`config.mk`:
```
export PLATFORM = sky130hd
export DESIGN_NAME = mwl_unit
export DESIGN_NICKNAME = d
export VERILOG_FILES = /design/src/rtl/mwl_pkg.sv /design/src/rtl/mwl_ctrl.sv /design/src/rtl/mwl_dp.sv /design/src/rtl/mwl_unit.sv
export SDC_FILE = /design/constraint.sdc
export NUM_CORES = 1
export LEC_CHECK = 0
export BUFFER_PORTS_ARGS = -buffer_cell sky130_fd_sc_hd__buf_2
export CAP_MARGIN = 25
export CORE_AREA = 2 2 78 137
export CTS_BUF_LIST = sky130_fd_sc_hd__clkbuf_8 sky130_fd_sc_hd__clkbuf_16
export DETAILED_ROUTE_END_ITERATION = 16
export DIE_AREA = 0 0 80 139
export MAX_ROUTING_LAYER = met4
export PLACE_DENSITY_LB_ADDON = 0.15
export SLEW_MARGIN = 20
export SYNTH_ARGS = -nofsm -noshare
export SYNTH_HDL_FRONTEND = slang
export SYNTH_HIERARCHICAL = 1
export SYNTH_SLANG_ARGS = --single-unit
```
`constraint.sdc`:
```
create_clock -name clk -period 1.6 [get_ports clk]
set_input_delay 0.24 -clock clk [delete_from_list [all_inputs] [get_ports clk]]
set_output_delay 0.24 -clock clk [all_outputs]
set_load 0.02 [all_outputs]
```
`src/rtl/mwl_pkg.sv`:
```
package mwl_pkg;
  parameter int ACC_W  = 40;
  parameter int MID_W  = 16;
  parameter int LO_W   = 16;
  parameter int INST_W = 16;
  parameter int EXT_W  = 8;
  localparam int HI_W   = ACC_W - MID_W - LO_W;
  localparam int MID_HI = LO_W + MID_W - 1;
  localparam int NUM_ACC = 2;

  typedef enum logic [1:0] {
    LOP_XOR = 2'd0,
    LOP_AND = 2'd1,
    LOP_OR  = 2'd2,
    LOP_NOT = 2'd3
  } lopKind_t;

  typedef struct packed {
    logic             fire;
    logic             notMine;
    lopKind_t         kind;
    logic             useAux;
    logic             srcIdx;
    logic             dstIdx;
    logic [EXT_W-1:0] ext;
  } lgCtrl_t;
endpackage

```
`src/rtl/mwl_ctrl.sv`:
```
module mwl_ctrl
  import mwl_pkg::*;
(
  input  logic              clk,
  input  logic              rstN,
  input  logic              issueValid,
  input  logic [INST_W-1:0] instWord,
  output lgCtrl_t           ctrlOut
);
  logic       isMine;
  logic       famBit;
  logic [1:0] grp;

  assign isMine = (instWord[15:12] == 4'h3);
  assign famBit = instWord[7];
  assign grp    = instWord[11:10];

  always_comb begin
    ctrlOut = '0;
    ctrlOut.srcIdx = instWord[9];
    ctrlOut.dstIdx = instWord[8];
    if (issueValid) begin
      if (!isMine) begin
        ctrlOut.notMine = 1'b1;
      end else if (!famBit) begin
        ctrlOut.fire = 1'b1;
        case (grp)
          2'b00: begin ctrlOut.kind = LOP_XOR; ctrlOut.useAux = 1'b1; end
          2'b01: begin ctrlOut.kind = LOP_AND; ctrlOut.useAux = 1'b1; end
          2'b10: begin ctrlOut.kind = LOP_OR;  ctrlOut.useAux = 1'b1; end
          default: begin
            ctrlOut.kind   = instWord[9] ? LOP_OR : LOP_AND;
            ctrlOut.useAux = 1'b0;
          end
        endcase
      end else if (grp == 2'b00) begin
        ctrlOut.fire   = 1'b1;
        ctrlOut.useAux = 1'b0;
        ctrlOut.kind   = instWord[9] ? LOP_NOT : LOP_XOR;
      end else begin
        ctrlOut.notMine = 1'b1;
      end
      if (ctrlOut.fire) ctrlOut.ext = {1'b0, instWord[EXT_W-2:0]};
    end
  end

  AST_FOREIGN_NYBBLE: assert property (@(posedge clk) disable iff (!rstN)
    (issueValid && instWord[15:12] != 4'h3) |-> (ctrlOut.notMine && !ctrlOut.fire));
  AST_IDLE_QUIET: assert property (@(posedge clk) disable iff (!rstN)
    !issueValid |-> (!ctrlOut.fire && !ctrlOut.notMine));
  AST_FAMILY_SPLIT: assert property (@(posedge clk) disable iff (!rstN)
    (issueValid && isMine && instWord[7] && instWord[11:10] != 2'b00) |-> ctrlOut.notMine);
endmodule

```
`src/rtl/mwl_dp.sv`:
```
module mwl_dp
  import mwl_pkg::*;
(
  input  logic             clk,
  input  logic             rstN,
  input  lgCtrl_t          ctrlIn,
  input  logic [ACC_W-1:0] acc0In,
  input  logic [ACC_W-1:0] acc1In,
  input  logic [MID_W-1:0] aux0Hi,
  input  logic [MID_W-1:0] aux1Hi,
  output logic             wrEn,
  output logic             wrSel,
  output logic [ACC_W-1:0] wrAcc,
  output logic             zeroFlag,
  output logic             signFlag,
  output logic             pcStep,
  output logic [EXT_W-1:0] extOp,
  output logic             notMine
);
  logic [ACC_W-1:0] accArr [NUM_ACC];
  logic [MID_W-1:0] midArr [NUM_ACC];
  logic [MID_W-1:0] auxArr [NUM_ACC];

  assign accArr[0] = acc0In;
  assign accArr[1] = acc1In;
  assign auxArr[0] = aux0Hi;
  assign auxArr[1] = aux1Hi;

  for (genvar gi = 0; gi < NUM_ACC; gi++) begin : g_mid
    assign midArr[gi] = accArr[gi][MID_HI:LO_W];
  end

  logic [ACC_W-1:0] dstAcc;
  logic [MID_W-1:0] dstMid;
  logic [MID_W-1:0] operand;
  logic [MID_W-1:0] resMid;
  logic [ACC_W-1:0] nextAcc;

  assign dstAcc  = accArr[ctrlIn.dstIdx];
  assign dstMid  = midArr[ctrlIn.dstIdx];
  assign operand = ctrlIn.useAux ? auxArr[ctrlIn.srcIdx] : midArr[~ctrlIn.dstIdx];

  always_comb begin
    case (ctrlIn.kind)
      LOP_XOR: resMid = dstMid ^ operand;
      LOP_AND: resMid = dstMid & operand;
      LOP_OR:  resMid = dstMid | operand;
      default: resMid = ~dstMid;
    endcase
  end

  assign nextAcc = {dstAcc[ACC_W-1 -: HI_W], resMid, dstAcc[LO_W-1:0]};

  always_ff @(posedge clk or negedge rstN) begin
    if (!rstN) begin
      wrEn     <= 1'b0;
      wrSel    <= 1'b0;
      wrAcc    <= '0;
      zeroFlag <= 1'b0;
      signFlag <= 1'b0;
      pcStep   <= 1'b0;
      extOp    <= '0;
      notMine  <= 1'b0;
    end else begin
      wrEn    <= ctrlIn.fire;
      pcStep  <= ctrlIn.fire;
      notMine <= ctrlIn.notMine;
      extOp   <= ctrlIn.ext;
      if (ctrlIn.fire) begin
        wrSel    <= ctrlIn.dstIdx;
        wrAcc    <= nextAcc;
        zeroFlag <= (nextAcc == '0);
        signFlag <= nextAcc[ACC_W-1];
      end else begin
        wrSel    <= 1'b0;
        wrAcc    <= '0;
        zeroFlag <= 1'b0;
        signFlag <= 1'b0;
      end
    end
  end

  AST_WR_OR_REJECT: assert property (@(posedge clk) disable iff (!rstN)
    !(wrEn && notMine));
  AST_LOW_KEPT: assert property (@(posedge clk) disable iff (!rstN)
    wrEn |-> wrAcc[LO_W-1:0] == (wrSel ? $past(acc1In[LO_W-1:0]) : $past(acc0In[LO_W-1:0])));
  AST_HIGH_KEPT: assert property (@(posedge clk) disable iff (!rstN)
    wrEn |-> wrAcc[ACC_W-1 -: HI_W] == (wrSel ? $past(acc1In[ACC_W-1 -: HI_W]) : $past(acc0In[ACC_W-1 -: HI_W])));
  AST_SIGN_FROM_DST: assert property (@(posedge clk) disable iff (!rstN)
    wrEn |-> signFlag == wrAcc[ACC_W-1]);
  AST_STEP_WITH_WR: assert property (@(posedge clk) disable iff (!rstN)
    pcStep |-> (wrEn && $past(ctrlIn.fire)));
  AST_EXT_IDLE_ZERO: assert property (@(posedge clk) disable iff (!rstN)
    !wrEn |-> extOp == '0);
endmodule

```
`src/rtl/mwl_unit.sv`:
```
module mwl_unit
  import mwl_pkg::*;
(
  input  logic              clk,
  input  logic              rstN,
  input  logic              issueValid,
  input  logic [INST_W-1:0] instWord,
  input  logic [ACC_W-1:0]  acc0In,
  input  logic [ACC_W-1:0]  acc1In,
  input  logic [MID_W-1:0]  aux0Hi,
  input  logic [MID_W-1:0]  aux1Hi,
  output logic              wrEn,
  output logic              wrSel,
  output logic [ACC_W-1:0]  wrAcc,
  output logic              zeroFlag,
  output logic              signFlag,
  output logic              pcStep,
  output logic [EXT_W-1:0]  extOp,
  output logic              notMine
);
  lgCtrl_t ctrlBus;

  mwl_ctrl u_ctrl (
    .clk        (clk),
    .rstN       (rstN),
    .issueValid (issueValid),
    .instWord   (instWord),
    .ctrlOut    (ctrlBus)
  );

  mwl_dp u_dp (
    .clk      (clk),
    .rstN     (rstN),
    .ctrlIn   (ctrlBus),
    .acc0In   (acc0In),
    .acc1In   (acc1In),
    .aux0Hi   (aux0Hi),
    .aux1Hi   (aux1Hi),
    .wrEn     (wrEn),
    .wrSel    (wrSel),
    .wrAcc    (wrAcc),
    .zeroFlag (zeroFlag),
    .signFlag (signFlag),
    .pcStep   (pcStep),
    .extOp    (extOp),
    .notMine  (notMine)
  );
endmodule

```
# After elaboration in Yosys (flattened, before gate mapping)

Index checks and enable logic that the tools add are counted.

Bits of input ports: 131
Register bits: 53
Output and inout port bits: 54
Logic and storage cells: 60

Reductions and logical operators: 3
Equal/unequal tests: 5
Order comparisons: 3
Mux-type cells: 34
Bitwise gates (word level): 8

Operators with widths:

| cell                 | count |
|---|---|
| $mux W16             | 10 |
| $mux W40             | 4 |
| $pmux W16 S3         | 1 |
| $logic_not A40 Y1    | 1 |
| $and A16 B16 Y16     | 1 |
| $not A16 Y16         | 1 |
| $or A16 B16 Y16      | 1 |
| $xor A16 B16 Y16     | 1 |
| $mux W1              | 10 |
| $mux W3              | 3 |
| $pmux W3 S3          | 1 |
| $mux W8              | 1 |
| $mux W7              | 1 |
| $ge A2 B2 Y1 const B | 3 |
| $not A1 Y2           | 3 |
| $mux W5              | 1 |
| $eq A2 B1 Y1 const B | 2 |
| $eq A2 B2 Y1 const B | 2 |
| $eq A4 B2 Y1 const B | 1 |
| $logic_not A2 Y1     | 2 |
| $mux W2              | 2 |
| $not A1 Y1           | 1 |

# Depth between registers and ports, before layout

Depth in word-level cells: 11
Depth in mapped cells: 14

# Modules after synthesis

Netlist, hierarchy kept.

Modules (own cells, without submodules):

| module   | area an instance (µm²) | seq. area each (µm²) | times used | cells each |
|---|---|---|---|---|
| mwl_dp   | 3,768.6                | 1,301.2              | 1          | 391 |
| mwl_ctrl | 167.7                  | 0.0                  | 1          | 26 |

# Worst setup path before layout

No wires, ideal clock.

Kind: in2reg
Start: in instWord[8]
End: reg u_dp.zeroFlag
Cell stages on the path: 12
Buffers on the path: 5
Library setup time: 0.068 ns
Slack: -1.509 ns
Arrival time: 3.041 ns
Path through: buf_4 buf_6 buf_2 buf_2 buf_2 mux2i_1 o21a_1 ha_1 mux4_2 or4_1 nor4_1 and4b_1

Word-level cells in the longest chain between the ends: 10

RTL lines:

| what                                        | RTL line      | source |
|---|---|---|
| from (decl)                                 | mwl_unit.sv:7 | `input logic [INST_W-1:0] instWord,` |
| $not A1 Y1                                  | mwl_dp.sv:41  | `assign operand = ctrlIn.useAux ? auxArr[ctrlIn.srcIdx] : midArr[~ctrlIn.dstIdx];` |
| $not A1 Y2                                  | mwl_dp.sv:41  |  |
| $mux W16 (implied by the code) (3 in a row) | mwl_dp.sv:41  |  |
| $mux W16                                    | mwl_dp.sv:41  |  |
| $or A16 B16 Y16 (tied with other cells)     | mwl_dp.sv:47  | `LOP_OR: resMid = dstMid \| operand;` |
| $pmux W16 S3                                | mwl_dp.sv:44  | `case (ctrlIn.kind)` |
| $logic_not A40 Y1 (*)                       | mwl_dp.sv:72  | `zeroFlag <= (nextAcc == '0);` |
| $mux W1 (*)                                 | mwl_dp.sv:69  | `if (ctrlIn.fire) begin` |
| to (signal assigned)                        | mwl_dp.sv:72  |  |
| to (decl)                                   | mwl_dp.sv:14  | `output logic zeroFlag,` |

Every way passes the cells marked *; elsewhere a longest branch is shown, timed or not. The select of a mux whose other input is x is not followed.

==> results.tsv <==
stage	metric	value	unit
outcome	outcome	complete, but fails checks	
outcome	violations	setup timing	
logic_synthesis	synth_cells	417	
timing	fin_crit	2.75	ns
logic_synthesis	synth_commonest_cells	58 x mux2i_1, 52 x dfrtp_1, 38 x inv_1	
power	vdd_drop_max	575	uV
logic_synthesis	synth_flop_cell	dfrtp_1	
clock_tree	cts_num_sinks	52	
logic_synthesis	netlist_area	3940	sq um
routing	vias	3835	
timing	period_share	172	%
final_layout	syn_to_final_growth	45.5	%
worst_setup_path	worst-path-buf-inv	2	
worst_setup_path	critical_path_class	primary input to flop	
routing	drc	0	
logic_synthesis	ys_top_cells_by_area	dfrtp_1 33%, mux2i_1 15%, ha_1 10%, mux2_2 6.9%, inv_1 3.6%	
logic_synthesis	async_flop_share	100	%
routing	avgRoutedWirePerCell	14.0	um
clock_tree	h-tree-depth	2	
logic_synthesis	ys_seq_elements	52	
logic_synthesis	yosysUniqueCellTypes	43	
global_routing	overflow	0	
worst_setup_path	cp.depth	12	
place	io_buffers	184	
worst_setup_path	cp_max_fo	12	
timing	hold_violations	0	
final_layout	n_antenna_cell	0	
global_routing	antenna_found_initial	0	
final_layout	drive_above_1_share	48.1	%
worst_setup_path	critPathMaxStageDelay	0.58	ns
routing	drtAntennaViolNets	0	
place	hpwl	8990	um
place	gp_congestion	0.879	
global_routing	grt_pass1_vias	3857	
floorplan	die-area	11100	sq um
logic_synthesis	ys_seq_area_share	33.1	%
clock_tree	cts.clk_slew.worst_paths	0.06	ns
routing	viasPerCell	4.97	
final_layout	fin_util	57.0	%
power	power.leakage	3.17	nW
floorplan	start_util	39.1	%
logic_synthesis	yosysMostFrequentCell	mux2i_1	
worst_setup_path	crit_chain	buf_6 > and4bb_1 > nand2_2 > a211oi_4 > buf_12 > nand2_1 > o21a_1 > ha_1 > mux4_2 > or4_1 > nor4_1 > and4b_1	
timing	final.setup.worst_slack	-1.15	ns
logic_synthesis	syn_nets	580	
worst_setup_path	worstPathArrival	2.97	ns
worst_setup_path	crit_required	1.83	ns
logic_synthesis	synth_top_area_share	33.1	%
logic_synthesis	yosys_warnings	6	
worst_setup_path	path_delay_family	simple AND/OR/NAND/NOR gates	
worst_setup_path	crit_path_start	instWord[14]	
floorplan	coreArea	10100	sq um
timing	finalMaxSlewViolations	0	
final_layout	nNetsFinal	807	
clock_tree	cts-root-buf	clkbuf_16	
worst_hold_path	hp-class	primary input to flop	
worst_setup_path	cp-end-kind	flop	
routing	drt_iter0_markers	63	
logic_synthesis	yosysTopAreaCell	dfrtp_1	
routing	drt-total-wl	10800	um
logic_synthesis	syn_area_per_cell	9.44	sq um
timing	finalSetupViolations	17	
floorplan	chipHeight	139	um
logic_synthesis	synth_edf_count	0	
clock_tree	cts_tree	done	
timing	clock.fmax	364	MHz
floorplan	die_w	80	um
worst_hold_path	hold_depth	2	
worst_hold_path	hp-start	instWord[0]	
run	maxCapViolCount	0	
clock_tree	cts_buffers	5	
place	place_ws	-1.60	ns
global_routing	grt_usage	20.0	%
power	power_density	590	nW/um^2
floorplan	row_count	49	
routing	drt-pass1-iter-count	4	
global_routing	grt_pass1_wl	17300	um
global_routing	grt_start_max_net_pins	53	
timing	rsz0062_at_grt	yes	
worst_setup_path	crit_path_start_kind	primary input	
clock_tree	cts.path.max_buffers	2	
worst_setup_path	crit_slowest_cell	or4_1	
floorplan	ios	185	
-- timing repair --
action / 4_1_cts / 5_1_grt
pin swaps: 2 / 1
setup buffers: 1 / 0
endpoints found under the hold margin: 52 / 0
resized for setup: 16 / 14
hold buffers: 1 / 0
setup endpoints to repair: 17 / 17
-- report_power, final --
| group | switching [mW] | internal, mW | leakage (nW) |
|---|---|---|---|
| logic | 0.462 | 0.533 | 2.38 |
| clock network | 0.435 | 0.616 | 0.0743 |
| registers | 0.00308 | 1.33 | 0.720 |
-- stage by stage --
step / hold slack, ns / instances / total power [mW] / cell area, sq um / setup TNS (ns)
4_1_cts: 0.148 / 772 / 3.41 / 5680 / -7.44
3_3_place_gp: 0.247 / 762 / 2.27 / 5470 / -12.24
2_1_floorplan: -0.0556 / 417 / 1.87 / 4030 / -8.11
5_1_grt: 0.145 / 772 / 3.58 / 5730 / -9.29
6_report: 0.155 / 772 / 3.38 / 5730 / -7.46
3_5_place_dp: 0.257 / 762 / 2.31 / 5470 / -12.71
-- flip-flops by register name, summed over array words and instances (netlist names) --
name,cells
u_dp/extOp,8
u_dp/notMine,1
u_dp/pcStep,1
u_dp/signFlag,1
u_dp/wrAcc,39
u_dp/wrSel,1
u_dp/zeroFlag,1
-- final cells by class --
class	count	area [sq um]
timing repair buffer	250	1490
fill	973	4330
sequential	52	1300
tap	127	159
clock buffer	6	139
multi-input combinational	297	2480
inverter	38	143
clock inverter	2	11.3
-- kinds of logic after synthesis --
| family | share of synthesized area (%) |
|---|---|
| adders and majority gates | 10.2 |
| and+or+nand+nor | 13.9 |
| buffers and inverters | 7.57 |
| DFF | 33.1 |
| other | 0.0953 |
| AOI/OAI and AO/OA | 11.3 |
| muxes | 23.9 |
-- cell usage in the layout (no fill, tap or decap), drive strengths merged, types with 2 or more instances in the layout --
master,n
and3,2
or4,4
a21o,2
nor2b,4
nand3,2
buf,249
nand2,23
nand2b,3
mux2i,58
a31oi,2
inv,39
a21oi,20
mux4,4
mux2,24
o21a,16
nor3,4
clkbuf,6
dfrtp,52
nand3b,2
a211oi,8
and2,14
o21ai,11
nor4,9
a2111oi,2
nor2,36
o22ai,2
ha,32
-- final timing paths --
kind                       slack (ns)             end
max in group asynchronous        0.89   u_dp/extOp[7]
worst max-delay path            -1.15   u_dp/zeroFlag
min in group asynchronous        0.47  u_dp/wrAcc[12]
worst min-delay path             0.15   u_dp/extOp[0]
-- metal layers --
layer	vias up	wire [um]	track usage [%]
met2	125	5950	37.8
met5	-	0	-
met1	1798	4010	20.7
li1	1897	-	-
met4	0	286	7.40
met3	15	545	1.56
Note: power is estimated with default switching activity, not from simulation.
